$ cat config.mk
export PLATFORM = sky130hd
export DESIGN_NAME = ecp_fwd_tx
export DESIGN_NICKNAME = d
export VERILOG_FILES = /design/src/rtl/ecp_fwd_pkg.sv /design/src/rtl/ecp_ack_sync.sv /design/src/rtl/ecp_fwd_timer.sv /design/src/rtl/ecp_fwd_fsm.sv /design/src/rtl/ecp_fwd_tx.sv
export SDC_FILE = /design/constraint.sdc
export NUM_CORES = 1
export LEC_CHECK = 0
export BUFFER_PORTS_ARGS = -buffer_cell sky130_fd_sc_hd__buf_2
export CAP_MARGIN = 20
export CORE_MARGIN = 5
export CORE_UTILIZATION = 59
export DETAILED_ROUTE_END_ITERATION = 6
export HOLD_SLACK_MARGIN = 0.06
export MAX_ROUTING_LAYER = met4
export PLACE_DENSITY = 0.85
export SLEW_MARGIN = 20
export SYNTH_ARGS = -nofsm -noshare
export SYNTH_HDL_FRONTEND = slang
export SYNTH_SLANG_ARGS = --single-unit
$ cat constraint.sdc
create_clock -name clk_i -period 4.7 [get_ports clk_i]
set_input_delay 0 -clock clk_i [delete_from_list [all_inputs] [get_ports clk_i]]
set_output_delay 0 -clock clk_i [all_outputs]
set_load 0.02 [all_outputs]
$ cat src/rtl/ecp_fwd_pkg.sv
package ecp_fwd_pkg;
  typedef enum logic [1:0] {
    ST_IDLE    = 2'd0,
    ST_SETUP   = 2'd1,
    ST_STROBE  = 2'd2,
    ST_RELEASE = 2'd3
  } tx_state_e;

  typedef enum logic [1:0] {
    KIND_NONE = 2'd0,
    KIND_DATA = 2'd1,
    KIND_RLE  = 2'd2,
    KIND_CHAN = 2'd3
  } tx_kind_e;
endpackage

$ cat src/rtl/ecp_ack_sync.sv
module ecp_ack_sync #(
  parameter int STAGES = 2
) (
  input  logic clk_i,
  input  logic rst_ni,
  input  logic d_i,
  output logic q_o
);
  logic [STAGES-1:0] sr_q;

  for (genvar i = 0; i < STAGES; i++) begin : g_stage
    always_ff @(posedge clk_i or negedge rst_ni) begin
      if (!rst_ni) sr_q[i] <= 1'b0;
      else if (i == 0) sr_q[i] <= d_i;
      else sr_q[i] <= sr_q[(i == 0) ? 0 : i-1];
    end
  end

  assign q_o = sr_q[STAGES-1];
endmodule

$ cat src/rtl/ecp_fwd_timer.sv
module ecp_fwd_timer #(
  parameter int CNT_W = 16
) (
  input  logic             clk_i,
  input  logic             rst_ni,
  input  logic             run_i,
  input  logic             clear_i,
  input  logic [CNT_W-1:0] lim_i,
  output logic             expire_o
);
  logic [CNT_W-1:0] cnt_q;

  always_ff @(posedge clk_i or negedge rst_ni) begin
    if (!rst_ni) cnt_q <= '0;
    else if (clear_i || !run_i) cnt_q <= '0;
    else if (cnt_q != '1) cnt_q <= cnt_q + CNT_W'(1);
  end

  assign expire_o = run_i && (lim_i != '0) && (cnt_q == lim_i - CNT_W'(1));

  AST_CNT_BOUND: assert property (@(posedge clk_i) disable iff (!rst_ni)
    (run_i && lim_i != '0 && $stable(lim_i)) |-> (cnt_q < lim_i)) else $error("cnt");
  AST_ZERO_OFF: assert property (@(posedge clk_i) disable iff (!rst_ni)
    (lim_i == '0) |-> !expire_o) else $error("zero lim");
endmodule

$ cat src/rtl/ecp_fwd_fsm.sv
module ecp_fwd_fsm
  import ecp_fwd_pkg::*;
#(
  parameter int SETUP_CYCLES = 2
) (
  input  logic      clk_i,
  input  logic      rst_ni,
  input  logic      en_i,
  input  logic      valid_i,
  input  logic [7:0] data_i,
  input  logic      cmd_i,
  input  logic      ack_i,
  input  logic      expire_i,
  output tx_state_e state_o,
  output logic      clear_o,
  output logic      pop_o,
  output logic      timeout_o,
  output logic [7:0] data_o,
  output logic      cmd_o
);
  localparam int SET_W = (SETUP_CYCLES < 2) ? 1 : $clog2(SETUP_CYCLES + 1);

  tx_state_e        state_q, state_d;
  logic [SET_W-1:0] scnt_q;
  logic [7:0]       data_q;
  logic             cmd_q, tmo_q, tmo_d;

  always_comb begin
    state_d = state_q;
    tmo_d   = 1'b0;
    unique case (state_q)
      ST_IDLE:    if (en_i && valid_i && !ack_i) state_d = ST_SETUP;
      ST_SETUP:   if (scnt_q == '0) state_d = ST_STROBE;
      ST_STROBE: begin
        if (ack_i) state_d = ST_RELEASE;
        else if (expire_i) begin
          state_d = ST_IDLE;
          tmo_d   = 1'b1;
        end
      end
      ST_RELEASE: begin
        if (!ack_i) state_d = ST_IDLE;
        else if (expire_i) begin
          state_d = ST_IDLE;
          tmo_d   = 1'b1;
        end
      end
      default: state_d = ST_IDLE;
    endcase
  end

  always_ff @(posedge clk_i or negedge rst_ni) begin
    if (!rst_ni) begin
      state_q <= ST_IDLE;
      scnt_q  <= '0;
      data_q  <= '0;
      cmd_q   <= 1'b0;
      tmo_q   <= 1'b0;
    end else begin
      state_q <= state_d;
      tmo_q   <= tmo_d;
      if (state_q == ST_IDLE && state_d == ST_SETUP) begin
        data_q <= data_i;
        cmd_q  <= cmd_i;
        scnt_q <= SET_W'(SETUP_CYCLES - 1);
      end else if (state_q == ST_SETUP && scnt_q != '0) begin
        scnt_q <= scnt_q - SET_W'(1);
      end
    end
  end

  assign state_o   = state_q;
  assign clear_o   = (state_d != state_q);
  assign pop_o     = (state_q == ST_RELEASE) && !ack_i;
  assign timeout_o = tmo_q;
  assign data_o    = data_q;
  assign cmd_o     = cmd_q;

  AST_START_GATED: assert property (@(posedge clk_i) disable iff (!rst_ni)
    (state_q == ST_IDLE && state_d == ST_SETUP) |-> (en_i && !ack_i)) else $error("start");
  AST_SETUP_HOLDS: assert property (@(posedge clk_i) disable iff (!rst_ni)
    (state_q == ST_SETUP) |-> $stable(data_q) || $past(state_q) == ST_IDLE) else $error("setup");
endmodule

$ cat src/rtl/ecp_fwd_tx.sv
module ecp_fwd_tx
  import ecp_fwd_pkg::*;
#(
  parameter int SETUP_CYCLES = 2,
  parameter int SYNC_STAGES  = 2,
  parameter int TO_W         = 16
) (
  input  logic            clk_i,
  input  logic            rst_ni,
  input  logic            enable_i,
  input  logic [TO_W-1:0] timeout_lim_i,
  input  logic            fifo_valid_i,
  input  logic [7:0]      fifo_data_i,
  input  logic            fifo_cmd_i,
  output logic            fifo_pop_o,
  output logic            host_clk_o,
  output logic            host_ack_o,
  output logic [7:0]      data_o,
  input  logic            periph_ack_i,
  output logic            active_o,
  output logic [1:0]      kind_o,
  output logic            timeout_o
);
  tx_state_e  state;
  logic       ack_s, clear, expire, cmd_q, en_q, run;
  logic [7:0] byte_q;
  tx_kind_e   kind;

  ecp_ack_sync #(.STAGES(SYNC_STAGES)) u_sync (
    .clk_i (clk_i), .rst_ni(rst_ni), .d_i(periph_ack_i), .q_o(ack_s)
  );

  assign run = (state == ST_STROBE) || (state == ST_RELEASE);

  ecp_fwd_timer #(.CNT_W(TO_W)) u_timer (
    .clk_i   (clk_i),
    .rst_ni  (rst_ni),
    .run_i   (run),
    .clear_i (clear),
    .lim_i   (timeout_lim_i),
    .expire_o(expire)
  );

  ecp_fwd_fsm #(.SETUP_CYCLES(SETUP_CYCLES)) u_fsm (
    .clk_i    (clk_i),
    .rst_ni   (rst_ni),
    .en_i     (enable_i),
    .valid_i  (fifo_valid_i),
    .data_i   (fifo_data_i),
    .cmd_i    (fifo_cmd_i),
    .ack_i    (ack_s),
    .expire_i (expire),
    .state_o  (state),
    .clear_o  (clear),
    .pop_o    (fifo_pop_o),
    .timeout_o(timeout_o),
    .data_o   (byte_q),
    .cmd_o    (cmd_q)
  );

  always_ff @(posedge clk_i or negedge rst_ni) begin
    if (!rst_ni) en_q <= 1'b0;
    else en_q <= enable_i;
  end

  always_comb begin
    if (state == ST_IDLE) kind = KIND_NONE;
    else if (!cmd_q) kind = KIND_DATA;
    else if (byte_q[7]) kind = KIND_CHAN;
    else kind = KIND_RLE;
  end

  assign host_clk_o = (state != ST_STROBE);
  assign host_ack_o = (state == ST_IDLE) ? 1'b1 : !cmd_q;
  assign data_o     = byte_q;
  assign kind_o     = kind;
  assign active_o   = en_q || (state != ST_IDLE);

  AST_SETUP_STABLE: assert property (@(posedge clk_i) disable iff (!rst_ni)
    $fell(host_clk_o) |-> ($stable(data_o) && $stable(host_ack_o))) else $error("setup");
  AST_DATA_QUAL: assert property (@(posedge clk_i) disable iff (!rst_ni)
    (kind_o == 2'd1) |-> host_ack_o) else $error("qual");
  AST_RISE_AFTER_ACK: assert property (@(posedge clk_i) disable iff (!rst_ni)
    $rose(host_clk_o) |-> ($past(ack_s) || timeout_o)) else $error("rise");
  AST_POP_CLK_HIGH: assert property (@(posedge clk_i) disable iff (!rst_ni)
    fifo_pop_o |-> (host_clk_o && !timeout_o)) else $error("pop");
  AST_POP_SINGLE: assert property (@(posedge clk_i) disable iff (!rst_ni)
    fifo_pop_o |=> !fifo_pop_o) else $error("pop twice");
  AST_TMO_PULSE: assert property (@(posedge clk_i) disable iff (!rst_ni)
    timeout_o |-> (host_clk_o && kind_o == 2'd0)) else $error("tmo");
endmodule

; ---- Word-level counts from Yosys, hierarchy flattened
; Cells that the tools add are included.
[op_classes]
n_addsub = 3
n_mul = 0
n_div = 0
n_lt_le_gt_ge = 0
n_eq_ne = 8
n_shift = 0
n_mux = 18
n_bitwise = 0
n_reduce_logical = 20
[op_table]
columns = cell, n
row1 = $mux 16, 2
row2 = $mux 2, 9
row3 = $add 16x1->16 const B, 1
row4 = $eq 16x16->1, 1
row5 = $ne 16x16->1 const B, 1
row6 = $reduce_bool 16->1, 1
row7 = $sub 16x1->16 const B, 1
row8 = $pmux 2 s4, 1
row9 = $reduce_bool 2->1, 4
row10 = $logic_and 1x1->1, 7
row11 = $mux 1, 5
row12 = $eq 2x1->1 const B, 2
row13 = $eq 2x2->1 const B, 2
row14 = $logic_not 2->1, 2
row15 = $logic_not 1->1, 3
row16 = $logic_or 1x1->1, 3
row17 = $ne 2x2->1, 1
row18 = $ne 2x2->1 const B, 1
row19 = $pmux 1 s2, 1
row20 = $sub 2x1->2 const B, 1
[word_totals]
reg_bits = 33
latchBits = 0
mem_bits_rw = 0
mem_bits_ro = 0
input_bits = 30
out_inout_bits = 15
word_cells = 58
n_memories = 0

; ---- Depth between registers and ports, before layout
[logic_depth]
depth_word = 10
depth_mapped = 9
mapped_depth_nobuf = 8

; ---- Hierarchy
; Synthesis repeated with hierarchy kept, for this count alone.
[hier_totals]
cells_unflattened = 241
area_unflattened_um2 = 2218.4
[by_module_without_submodules]
columns = mod, instances, cells_per_inst, area_each_um2, seq_area_each_um2
row1 = ecp_fwd_timer, 1, 175, 1403.8, 400.4
row2 = ecp_fwd_fsm, 1, 55, 701.9, 350.3
row3 = ecp_fwd_tx, 1, 9, 62.6, 25.0
row4 = ecp_ack_sync, 1, 2, 50.0, 50.0

; ---- Worst setup path after synthesis
; Ideal clock, no wire load.
[synth_path]
path_kind = flip-flop to flip-flop
from = register u_timer.cnt_q[5]
to = register u_timer.cnt_q[10]
setup_ps = 135
t_arrival_ps = 1967
required_ps = 4565
setup_slack_ps = 2598
path_stages_with_launch = 8
path_buffers = 1
synth_period_minus_slack_ps = 2102
cell_sequence = dfrtp_1 > xnor2_1 > or3_4 > a2111oi_4 > o211ai_2 > nor4_4 > buf_6 > nor3_1
[synth_via]
elab_chain_len = 8
word_cells_on_any_way = 13
classes_between = 1 x add/sub / 3 x eq/ne / 6 x mux / 3 x reduce/logical
[synth_lines]
columns = item, line
row1 = from (decl), ecp_fwd_timer.sv:11  ; logic [CNT_W-1:0] cnt_q;
row2 = from (signal assigned), ecp_fwd_timer.sv:16  ; else if (cnt_q != '1) cnt_q <= cnt_q + CNT_W'(1);
row3 = $eq 16x16->1, ecp_fwd_timer.sv:19  ; assign expire_o = run_i && (lim_i != '0) && (cnt_q == lim_i - CNT_W'(1));
row4 = $logic_and 1x1->1, ecp_fwd_timer.sv:19
row5 = $mux 2, "ecp_fwd_fsm.sv:36, ecp_fwd_fsm.sv:43"
row6 = $mux 2 (on tied branches), "ecp_fwd_fsm.sv:42, ecp_fwd_fsm.sv:35"
row7 = $pmux 2 s4, ecp_fwd_fsm.sv:31  ; unique case (state_q)
row8 = $ne 2x2->1, ecp_fwd_fsm.sv:73  ; assign clear_o = (state_d != state_q);
row9 = $logic_or 1x1->1, ecp_fwd_timer.sv:15  ; else if (clear_i || !run_i) cnt_q <= '0;
row10 = $mux 16 or $reduce_bool 2->1 (tied branches), n/a
; Several ways; a longest one is shown, not always the timed one. The select of a mux whose other input is x is not followed.
; A chain may end at the register's enable or synchronous reset.

; ---- Worst setup path in the final report
[layout_path]
from = register u_timer.cnt_q[5]
to = register u_timer.cnt_q[9]
; The elaborated chain is that of the path after synthesis.

==> metrics.txt <==
number of search-and-repair iterations in the first detailed-routing pass=5; switching share of power=36.9%; via count of the first global-routing pass=2006; Critical Path RT=4830 ps; placement row count=22; Cell Count Post-Placement=325; clk slew on worst S/H paths=70 ps; Critical Path Slowest Stage Cell=sky130_fd_sc_hd__nor4_4; combined area of all synthesized cells=0.00224 sq mm; net count of the mapped netlist=276; CTS tree=built; area used by sequential logic in the layout=826 sq um; most frequent cells after synthesis=33 x sky130_fd_sc_hd__dfrtp_1, 24 x sky130_fd_sc_hd__xnor2_1, 22 x sky130_fd_sc_hd__nor3_1, 17 x sky130_fd_sc_hd__nor2_1; final layout net count=331; async set-or-reset flop fraction in the synthesized netlist=100%; footprint of the multi-input gates=0.00133 sq mm; average vias per placed instance=5.99; post-cts sizing count=0; count of nets left with antenna violations after detail routing=0; post-route standard cell area excluding fillers=0.00272 sq mm; worst hold-check path type=in -> reg; data arrival time of the critical path=2650 ps; die outline height=71.7 microns; part of the power in registers=38.5%; run status=completed; crit path cell chain=xnor2_1 -> or3_4 -> a2111oi_4 -> o211ai_2 -> nor4_4 -> nor3_1; overflow left after global routing=0; Setup Fix Bufs, Post-CTS=0; most common cell in the netlist=sky130_fd_sc_hd__dfrtp_1; slew of the pin with the lowest slew margin=905 ps; combinational share of power=35.9%; kind of launch point of the worst setup path=register; Leak=1.12 nW; number of DRC markers after the initial detailed-route iteration=150; Sink Count=33; highest fanout seen on the critical path=16; number of antenna violations at the first check in global routing=0; setup TNS after final layout=0 ps; Achievable Freq=0.397 GHz; wire length of the first global-routing pass=9.29 mm; total setup violations reported at the end of the flow=0; Clock Path Buffers=2; Syn-to-layout area delta=21.4%; filler cell count in the final layout=267; share of the clock period used by the worst path=53.5%; endpoint kind of the worst setup timing path=register; top post-synthesis cells by area=sky130_fd_sc_hd__dfrtp_1 37%, sky130_fd_sc_hd__xnor2_1 9.4%, sky130_fd_sc_hd__nor3_1 4.9%; number of placed I/O pins=45; Core ar.=0.00366 sq mm; top-area cell type share of the netlist area=36.8%; Slew headroom=39.4%; sequential cell area fraction in the yosys report=36.8%; vias post-DR=2073; number of pins with negative max-slew slack in the final report=0; routed length per placed instance=16.0 microns; total power of the final layout=1.07 mW; final hold viol count=0; VDD IR max=0.335 mV; clock tree root buffer cell=sky130_fd_sc_hd__clkbuf_8; Clock Skews=7.94 ps; fin worst setup slack=2180 ps; number of clock buffers inserted by TritonCTS=5; Post-Synthesis Cells=242; Post-route DRC=0; total global routing track utilization=23.5%; tightest hold margin=264 ps; ant diodes=0; clock latency on the worst-skew pair=290 ps; total power divided by cell area=392 mW/mm^2; Total Wirelength=5.52 mm; placed cell area=0.00248 sq mm; routability cong.=0.870; critical path class=reg -> reg; Die Area=0.00514 sq mm; RSZ-0062 raised after global routing=false; largest net degree at the start of global routing=34; filler-free cell count of the finished design=346; number of warning messages in the yosys log=0; pre-CTS WS=2090 ps; Chip Width=71.7 microns; Post-synth EDFFs=0; top cell type by total area after synthesis=sky130_fd_sc_hd__dfrtp_1; average instance area after synthesis=9.27 sq um; net switching power=0.393 mW; power share of the clock group=25.6%; share of post-route cells with drive strength above 1=22.8%; number of flip-flops and latches in the synthesized netlist=33; placed wire-length estimate=3.87 mm; time the worst path needs with I/O delays and setup=2520 ps; H-tree levels=2; Max Cap Violations=0; Port Buffer Count=44; number of unique standard cell types used by synthesis=49; Power Internal=0.673 mW; Post-CTS Hold Buffers=13; starting density of the core=61.3%; Main synth FF type=sky130_fd_sc_hd__dfrtp_1; Worst path max stage delay=660 ps; fraction of the core area covered by cells at the end of the flow=74.4%
[critical path, delay by kind of cell, from the launching register on]
family          cells  cell delay [ps]
xor+xnor            1              160
simple gates        3             1160
compound gates      2              610
flops               1              440
[per-layer routing]
metal  vias to the layer above  part of all wire [%]  global-route usage, %  wire length, microns
met5                         -                     0                      -                     0
met4                         0                   2.5                   8.98                   136
met3                        15                   7.4                   4.07                   410
met2                        78                    51                   38.3                  2800
met1                       974                    39                   29.0                  2180
li1                       1006                     -                      -                     -
[final timing paths]
path                             startpoint                to  slack (ps)  cells after the start
setup / recovery           u_timer.cnt_q[5]  u_timer.cnt_q[9]        2180                      6
hold / removal             timeout_lim_i[4]   u_fsm.timeout_o         260                      5
setup reg to reg           u_timer.cnt_q[5]  u_timer.cnt_q[9]        2180                      6
hold reg to reg              u_sync.sr_q[0]        u_sync.q_o         370                      0
max in group asynchronous            rst_ni  u_timer.cnt_q[4]        3930                      2
min in group asynchronous            rst_ni       u_fsm.cmd_o         310                      2
[state kept, by name (all words and copies together) (netlist names)]
| signal | cells |
|---|---|
| u_fsm.timeout_o | 1 |
| en_q | 1 |
| u_sync.q_o | 1 |
| u_fsm.data_o | 8 |
| u_fsm.cmd_o | 1 |
| u_sync.sr_q | 1 |
| u_fsm.state_o | 2 |
| u_fsm.scnt_q | 2 |
| u_timer.cnt_q | 16 |
[power groups by stage]
stage	Combinational, mW	Sequential [mW]	Clock, mW
final	0.383	0.410	0.273
after global placement	0.363	0.404	0
after floorplan	0.234	0.426	0
after CTS	0.380	0.404	0.277
after global routing	0.416	0.421	0.287
after detailed placement	0.371	0.409	0
[area by class of cell]
| type | count | area share [%] |
|---|---|---|
| clock inverter | 1 | 1.10 |
| timing repair buffer | 58 | 13.1 |
| sequential | 33 | 30.3 |
| tap | 48 | 2.21 |
| multi-input combinational | 189 | 48.7 |
| clock buffer | 7 | 3.17 |
| inverter | 10 | 1.38 |
[layout by cell type, fill, tap and decap left out, types with 9 or more instances in the layout]
cell type                       Yosys  layout
sky130_fd_sc_hd__buf_2              0      44
sky130_fd_sc_hd__dfrtp_1           33      33
sky130_fd_sc_hd__dlygate4sd3_1      1      13
sky130_fd_sc_hd__inv_1             10      10
sky130_fd_sc_hd__nand2_1           11      11
sky130_fd_sc_hd__nand3_1           11      11
sky130_fd_sc_hd__nor2_1            17      17
sky130_fd_sc_hd__nor3_1            22      22
sky130_fd_sc_hd__xnor2_1           24      24
sky130_fd_sc_hd__xor2_1             9       9
[cell families after synthesis]
group / after synthesis / synth area share, %
AND/OR/NAND/NOR: 107 / 27.5
XOR/XNOR: 33 / 12.9
multiplexers: 9 / 4.46
flip-flops: 33 / 36.8
AO/OA/AOI/OAI: 36 / 12.0
adder cells (fa/ha/maj): 4 / 2.23
buffers and inverters: 20 / 4.13
No activity file was read; power rests on OpenSTA's default activity.
